## src/rtl/tone_qual_pkg.sv

```systemverilog
package tone_qual_pkg;

   typedef enum logic {
      Q_HUNT = 1'b0,
      Q_HELD = 1'b1
   } qual_state_e;

   function automatic int max4(input int a, input int b, input int c, input int d);
      int m;
      m = a;
      if (b > m) m = b;
      if (c > m) m = c;
      if (d > m) m = d;
      return m;
   endfunction

endpackage

```

## src/rtl/tone_level_gate.sv

```systemverilog
module tone_level_gate #(
   parameter int LVL_W     = 8,
   parameter int DEF_CEIL  = 30,
   parameter int DEF_FLOOR = 90
) (
   input  logic             use_default,
   input  logic [LVL_W-1:0] user_ceil,
   input  logic [LVL_W-1:0] user_floor,
   input  logic             band_win,
   input  logic [LVL_W-1:0] level,
   output logic             tone_ok
);

   localparam logic [LVL_W-1:0] CEIL_K  = LVL_W'(DEF_CEIL);
   localparam logic [LVL_W-1:0] FLOOR_K = LVL_W'(DEF_FLOOR);

   logic [LVL_W-1:0] lim_hi;
   logic [LVL_W-1:0] lim_lo;

   always_comb begin
      lim_hi  = use_default ? CEIL_K  : user_ceil;
      lim_lo  = use_default ? FLOOR_K : user_floor;
      tone_ok = band_win && (level >= lim_hi) && (level <= lim_lo);
   end

endmodule

```

## src/rtl/tone_qual_timer.sv

```systemverilog
module tone_qual_timer
   import tone_qual_pkg::*;
#(
   parameter int FIELD_W   = 8,
   parameter int SCALE_RT  = 16,
   parameter int SCALE_RBK = 4,
   parameter int SCALE_ET  = 4,
   parameter int SCALE_EBK = 1
) (
   input  logic               clk,
   input  logic               rst_n,
   input  logic               clr,
   input  logic               tick,
   input  logic               tone,
   input  logic [FIELD_W-1:0] rec_time,
   input  logic [FIELD_W-1:0] rec_gap,
   input  logic [FIELD_W-1:0] end_time,
   input  logic [FIELD_W-1:0] end_gap,
   output logic               held
);

   localparam int MAX_SCALE = max4(SCALE_RT, SCALE_RBK, SCALE_ET, SCALE_EBK);
   localparam int CNT_W     = $clog2(((1 << FIELD_W) - 1) * MAX_SCALE + 2);

   qual_state_e state_q;
   logic [CNT_W-1:0] run_q;
   logic [CNT_W-1:0] brk_q;
   logic [CNT_W-1:0] run_inc;
   logic [CNT_W-1:0] brk_inc;
   logic [CNT_W-1:0] run_lim;
   logic [CNT_W-1:0] brk_lim;
   logic             counts_now;

   always_comb begin
      run_inc = run_q + 1'b1;
      brk_inc = brk_q + 1'b1;
      if (state_q == Q_HUNT) begin
         run_lim    = CNT_W'(rec_time) * CNT_W'(SCALE_RT);
         brk_lim    = CNT_W'(rec_gap)  * CNT_W'(SCALE_RBK);
         counts_now = tone;
      end else begin
         run_lim    = CNT_W'(end_time) * CNT_W'(SCALE_ET);
         brk_lim    = CNT_W'(end_gap)  * CNT_W'(SCALE_EBK);
         counts_now = !tone;
      end
   end

   always_ff @(posedge clk) begin
      if (!rst_n || clr) begin
         state_q <= Q_HUNT;
         run_q   <= '0;
         brk_q   <= '0;
      end else if (tick) begin
         if (counts_now) begin
            brk_q <= '0;
            if (run_inc >= run_lim) begin
               state_q <= (state_q == Q_HUNT) ? Q_HELD : Q_HUNT;
               run_q   <= '0;
            end else begin
               run_q <= run_inc;
            end
         end else if (brk_inc > brk_lim) begin
            run_q <= '0;
            brk_q <= '0;
         end else begin
            brk_q <= brk_inc;
         end
      end
   end

   assign held = (state_q == Q_HELD);

endmodule

```

## src/rtl/tone_qualifier.sv

```systemverilog
module tone_qualifier #(
   parameter int FIELD_W   = 8,
   parameter int LVL_W     = 8,
   parameter int SCALE_RT  = 16,
   parameter int SCALE_RBK = 4,
   parameter int SCALE_ET  = 4,
   parameter int SCALE_EBK = 1,
   parameter int DEF_CEIL  = 30,
   parameter int DEF_FLOOR = 90
) (
   input  logic               clk,
   input  logic               rst_n,
   input  logic               tick_ms,
   input  logic               cfg_en,
   input  logic               cfg_src_tx,
   input  logic               cfg_use_default,
   input  logic [FIELD_W-1:0] cfg_rec_time,
   input  logic [FIELD_W-1:0] cfg_rec_gap,
   input  logic [FIELD_W-1:0] cfg_end_time,
   input  logic [FIELD_W-1:0] cfg_end_gap,
   input  logic [LVL_W-1:0]   cfg_user_ceil,
   input  logic [LVL_W-1:0]   cfg_user_floor,
   input  logic               rx_band_win,
   input  logic [LVL_W-1:0]   rx_level,
   input  logic               tx_band_win,
   input  logic [LVL_W-1:0]   tx_level,
   output logic               tone_detected
);

   localparam int NPATH = 2;

   if (FIELD_W < 1 || LVL_W < 1) begin : g_bad_width
      $error("tone_qualifier: widths must be positive");
   end
   if (SCALE_RT < 1 || SCALE_RBK < 1 || SCALE_ET < 1 || SCALE_EBK < 1) begin : g_bad_scale
      $error("tone_qualifier: scale factors must be at least 1");
   end
   if (DEF_CEIL > DEF_FLOOR || DEF_FLOOR >= (1 << LVL_W)) begin : g_bad_limits
      $error("tone_qualifier: default level limits out of order or range");
   end

   logic [NPATH-1:0] band_v;
   logic [LVL_W-1:0] level_v [NPATH];
   logic [NPATH-1:0] path_tone;
   logic             tone_sel;
   logic             src_q;
   logic             clr;

   assign band_v[0]  = rx_band_win;
   assign band_v[1]  = tx_band_win;
   assign level_v[0] = rx_level;
   assign level_v[1] = tx_level;

   for (genvar p = 0; p < NPATH; p++) begin : g_path
      tone_level_gate #(
         .LVL_W    (LVL_W),
         .DEF_CEIL (DEF_CEIL),
         .DEF_FLOOR(DEF_FLOOR)
      ) u_gate (
         .use_default(cfg_use_default),
         .user_ceil  (cfg_user_ceil),
         .user_floor (cfg_user_floor),
         .band_win   (band_v[p]),
         .level      (level_v[p]),
         .tone_ok    (path_tone[p])
      );
   end

   assign tone_sel = cfg_src_tx ? path_tone[1] : path_tone[0];

   always_ff @(posedge clk) begin
      if (!rst_n) src_q <= 1'b0;
      else        src_q <= cfg_src_tx;
   end

   assign clr = !cfg_en || (cfg_src_tx != src_q);

   tone_qual_timer #(
      .FIELD_W  (FIELD_W),
      .SCALE_RT (SCALE_RT),
      .SCALE_RBK(SCALE_RBK),
      .SCALE_ET (SCALE_ET),
      .SCALE_EBK(SCALE_EBK)
   ) u_timer (
      .clk     (clk),
      .rst_n   (rst_n),
      .clr     (clr),
      .tick    (tick_ms),
      .tone    (tone_sel),
      .rec_time(cfg_rec_time),
      .rec_gap (cfg_rec_gap),
      .end_time(cfg_end_time),
      .end_gap (cfg_end_gap),
      .held    (tone_detected)
   );

endmodule

```

## config.mk

```make
export PLATFORM = sky130hd
export DESIGN_NAME = tone_qualifier
export DESIGN_NICKNAME = d
export VERILOG_FILES = /design/src/rtl/tone_qual_pkg.sv /design/src/rtl/tone_level_gate.sv /design/src/rtl/tone_qual_timer.sv /design/src/rtl/tone_qualifier.sv
export SDC_FILE = /design/constraint.sdc
export NUM_CORES = 1
export LEC_CHECK = 0
export ABC_AREA = 1
export BUFFER_PORTS_ARGS = -buffer_cell sky130_fd_sc_hd__buf_4
export CORE_MARGIN = 3
export CORE_UTILIZATION = 55
export DETAILED_ROUTE_END_ITERATION = 10
export PLACE_DENSITY_LB_ADDON = 0.15
export SLEW_MARGIN = 20
export SYNTH_ARGS = -nofsm -noshare
export SYNTH_HDL_FRONTEND = slang
export SYNTH_SLANG_ARGS = --single-unit
```

## constraint.sdc

```tcl
create_clock -name clk -period 4.9 [get_ports clk]
set_input_delay 0 -clock clk [delete_from_list [all_inputs] [get_ports clk]]
set_output_delay 0 -clock clk [all_outputs]
set_load 0.005 [all_outputs]
```

==> flow_summary.toml <==
[worst_setup_path]
r2r-start = "u_timer.run_q[2]"
slowest_stage = "dfxtp_1"
crit_path_max_incr_delay_ns = 0.39
r2r_slack_ns = 1.80
cp_num_buf_inv = 2
crit_path_end = "u_timer.run_q[10]"
worstPathRequired_ns = 5.12
critPathTopFamily = "simple AND/OR/NAND/NOR gates"
crit_cells = 18
crit_chain = "inv_1, nor3_2, nand3_1, nor2_1, nand2_1, nor2_1, nand3_1, xor2_1, ha_1, a21oi_1, o21ai_0, a21oi_1, nand3_1, inv_1, nand2_1, nor2_1, nor2_1, nor2_1"
r2r_cells = 18
critical_path_class = "flop to flop"
startpoint = "u_timer.run_q[2]"
critPathMaxFanout = 12
arrival_ns = 3.32
cpMostUsedCell = "nor2_1"
cp-start-kind = "flop"
cp-end-kind = "flop"
r2r-end = "u_timer.run_q[10]"

[sta]
setup_violations = 0
setup_tns_ns = 0
fin_skew_ns = 0.0123
tightest_slew_ns = 1.01
maxSlewHeadroom_pct = 32.5
drv_slew = 0
period_share_pct = 63.3
hold_viol_final = 0
rsz0062_at_grt = "false"
post-route-min-period_ns = 3.10
fmax_ghz = 0.323

[global_route]
grt_pass1_wl_um = 11600
grt-ovfl-total = 0
antenna_found_initial = 0
grt.total_usage_pct = 22.8
grt_max_degree = 25
grt_pass1_vias = 2756

[clocking]
clock-sinks = 26
cts_made_buffers = 3
clk_path_buf_depth = 2
cts_setup_buffers = 0
clockRootBuffer = "clkbuf_8"
htree_levels = 1
cts_tree = "yes"
clock_latency_ns = 0.29
clk_pin_slew_ns = 0.11

[detailed_routing]
firstDrtPassIters = 5
wl_um = 6860
vias_per_cell = 4.95
drc = 0
antenna_left = 0
post_drt_wl_per_cell_um = 11.7
vias = 2899
drt-initial-drc-count = 103

[place]
dpl.hpwl_um = 5750
place_congestion = 0.833
portBuffers = 72

[synth]
yosysTopAreaCell = "ha_1"
synth_area_leaders = "ha_1 (21%), dfxtp_1 (18%), nand2_1 (15%), inv_1 (7.9%), nor2_1 (7.1%)"
yosysUniqueCellTypes = 31
yosysWarnings = 0
syn_inst = 447
synth_top_area_share_pct = 21.1
synth-seq-cells = 26
syn-num-nets = 569
syn_area_per_cell_um2 = 6.63
netlist_area_um2 = 2960
ys_seq_area_share_pct = 17.6

[finish]
area_growth_pct = 22.1
fillers = 462
diodes = 0
regArea_um2 = 520
layout_common_cells = "nand2_1 (122), buf_4 (72), inv_1 (62), nor2_1 (56), ha_1 (50)"
multi_input_area_um2 = 2140
layout_commonest_cell = "nand2_1"
drive_gt1_share_pct = 18.0
finalNetCount = 639

[pwr]
power_uw = 559
max-vdd-ir-drop_uv = 107
power.density_nw_per_um2 = 155
p_leak_uw = 0.00193

[die]
num_rows = 26
fp.dieH_um = 79.4
dieWidth_um = 79.4
initial_core_util_pct = 57.3
io_pins = 73
core_um2 = 5170
die_area_um2 = 6300

[hold_path]
holdCritPathClass = "primary input to flop"
min_path_cells = 3

[run_status]
status = "finished clean"

[job]
drv_cap = 0
-- per-layer routing --
layer | vias to the layer above | routed length (µm) | track usage (%)
met4 | 0 | 102 | 6.36
met1 | 1250 | 3170 | 29.6
met3 | 9 | 407 | 2.26
met2 | 67 | 3180 | 39.8
met5 | - | 0 | 0
li1 | 1573 | - | -
-- through the flow --
stage	hold WS (ns)	utilization (%)	area (µm²)	std cells	setup slack [ns]
3_5_place_dp	0.201	68.2	3530	580	1.86
3_3_place_gp	0.198	68.2	3530	580	1.87
4_1_cts	0.0306	69.9	3620	586	1.81
2_1_floorplan	0.0935	-	2960	447	2.21
6_report	0.0429	69.9	3620	586	1.80
5_1_grt	0.0513	69.9	3620	586	1.42
-- worst min-delay path: stages --
cell and delay, ns:
buf_4 0.14, nand4_1 0.08, a21oi_1 0.06
-- cell usage after synthesis --
master and count:
nor2_1 56, a21oi_1 24, o21ai_0 9, nand2_1 122, nand4_2 1, nand3b_1 2
xnor2_1 1, o22ai_1 7, mux2i_1 12, clkbuf_1 2, buf_2 1, nand3_1 13
xor2_1 19, nor2_4 3, ha_1 50, inv_1 62, dfxtp_1 26, o21a_1 4
nor3_2 1, o21ai_1 1, nand2_4 1, nor4_1 1, nor2_2 3, nand4_1 3
buf_6 4, nand3_2 5, o211ai_1 1, nor3_1 7, buf_1 2, o31a_1 1
nand2_2 3
-- state kept, by name (all words and copies together), names as in the netlist --
name and flops:
u_timer.run_q 12, src_q 1, u_timer.held 1, u_timer.brk_q 12
-- worst min path at each step --
stage	start	slack, ns	end
5_1_grt	tick_ms	0.05	u_timer.brk_q[2]
6_report	tick_ms	0.04	u_timer.brk_q[2]
3_3_place_gp	rst_n	0.20	src_q
4_1_cts	tick_ms	0.03	u_timer.brk_q[2]
3_5_place_dp	rst_n	0.20	src_q
2_1_floorplan	cfg_src_tx	0.09	src_q
-- timing repair --
item | CTS | global route
endpoints found under the hold margin | 1 | 0
hold buffers | 2 | 0
resized for setup | 0 | 0
-- final cells by class --
class	count	share of cell area [%]
tap	70	2.42
multi-input combinational	350	59.3
timing repair buffer	74	15.5
clock inverter	1	0.830
clock buffer	3	1.14
inverter	62	6.43
sequential	26	14.4
-- power breakdown --
part	internal [µW]	total, µW	switching [µW]	leakage, µW
Clock	110	187	77.7	0.0000357
Sequential	213	215	1.72	0.000210
Combinational	77.2	157	80.0	0.00168
-- logic make-up (layout without fill, tap and decap cells) --
group,count (synthesis),count (layout),synth area share [%]
xor gates and xnor gates,20,20,5.91
muxes,12,12,4.05
AOI/OAI and AO/OA,47,47,8.78
and+or+nand+nor,221,221,32.5
adders and majority gates,50,50,21.1
DFF,26,26,17.6
buffers and inverters,71,140,10.1
(Power assumes the default switching activity.)
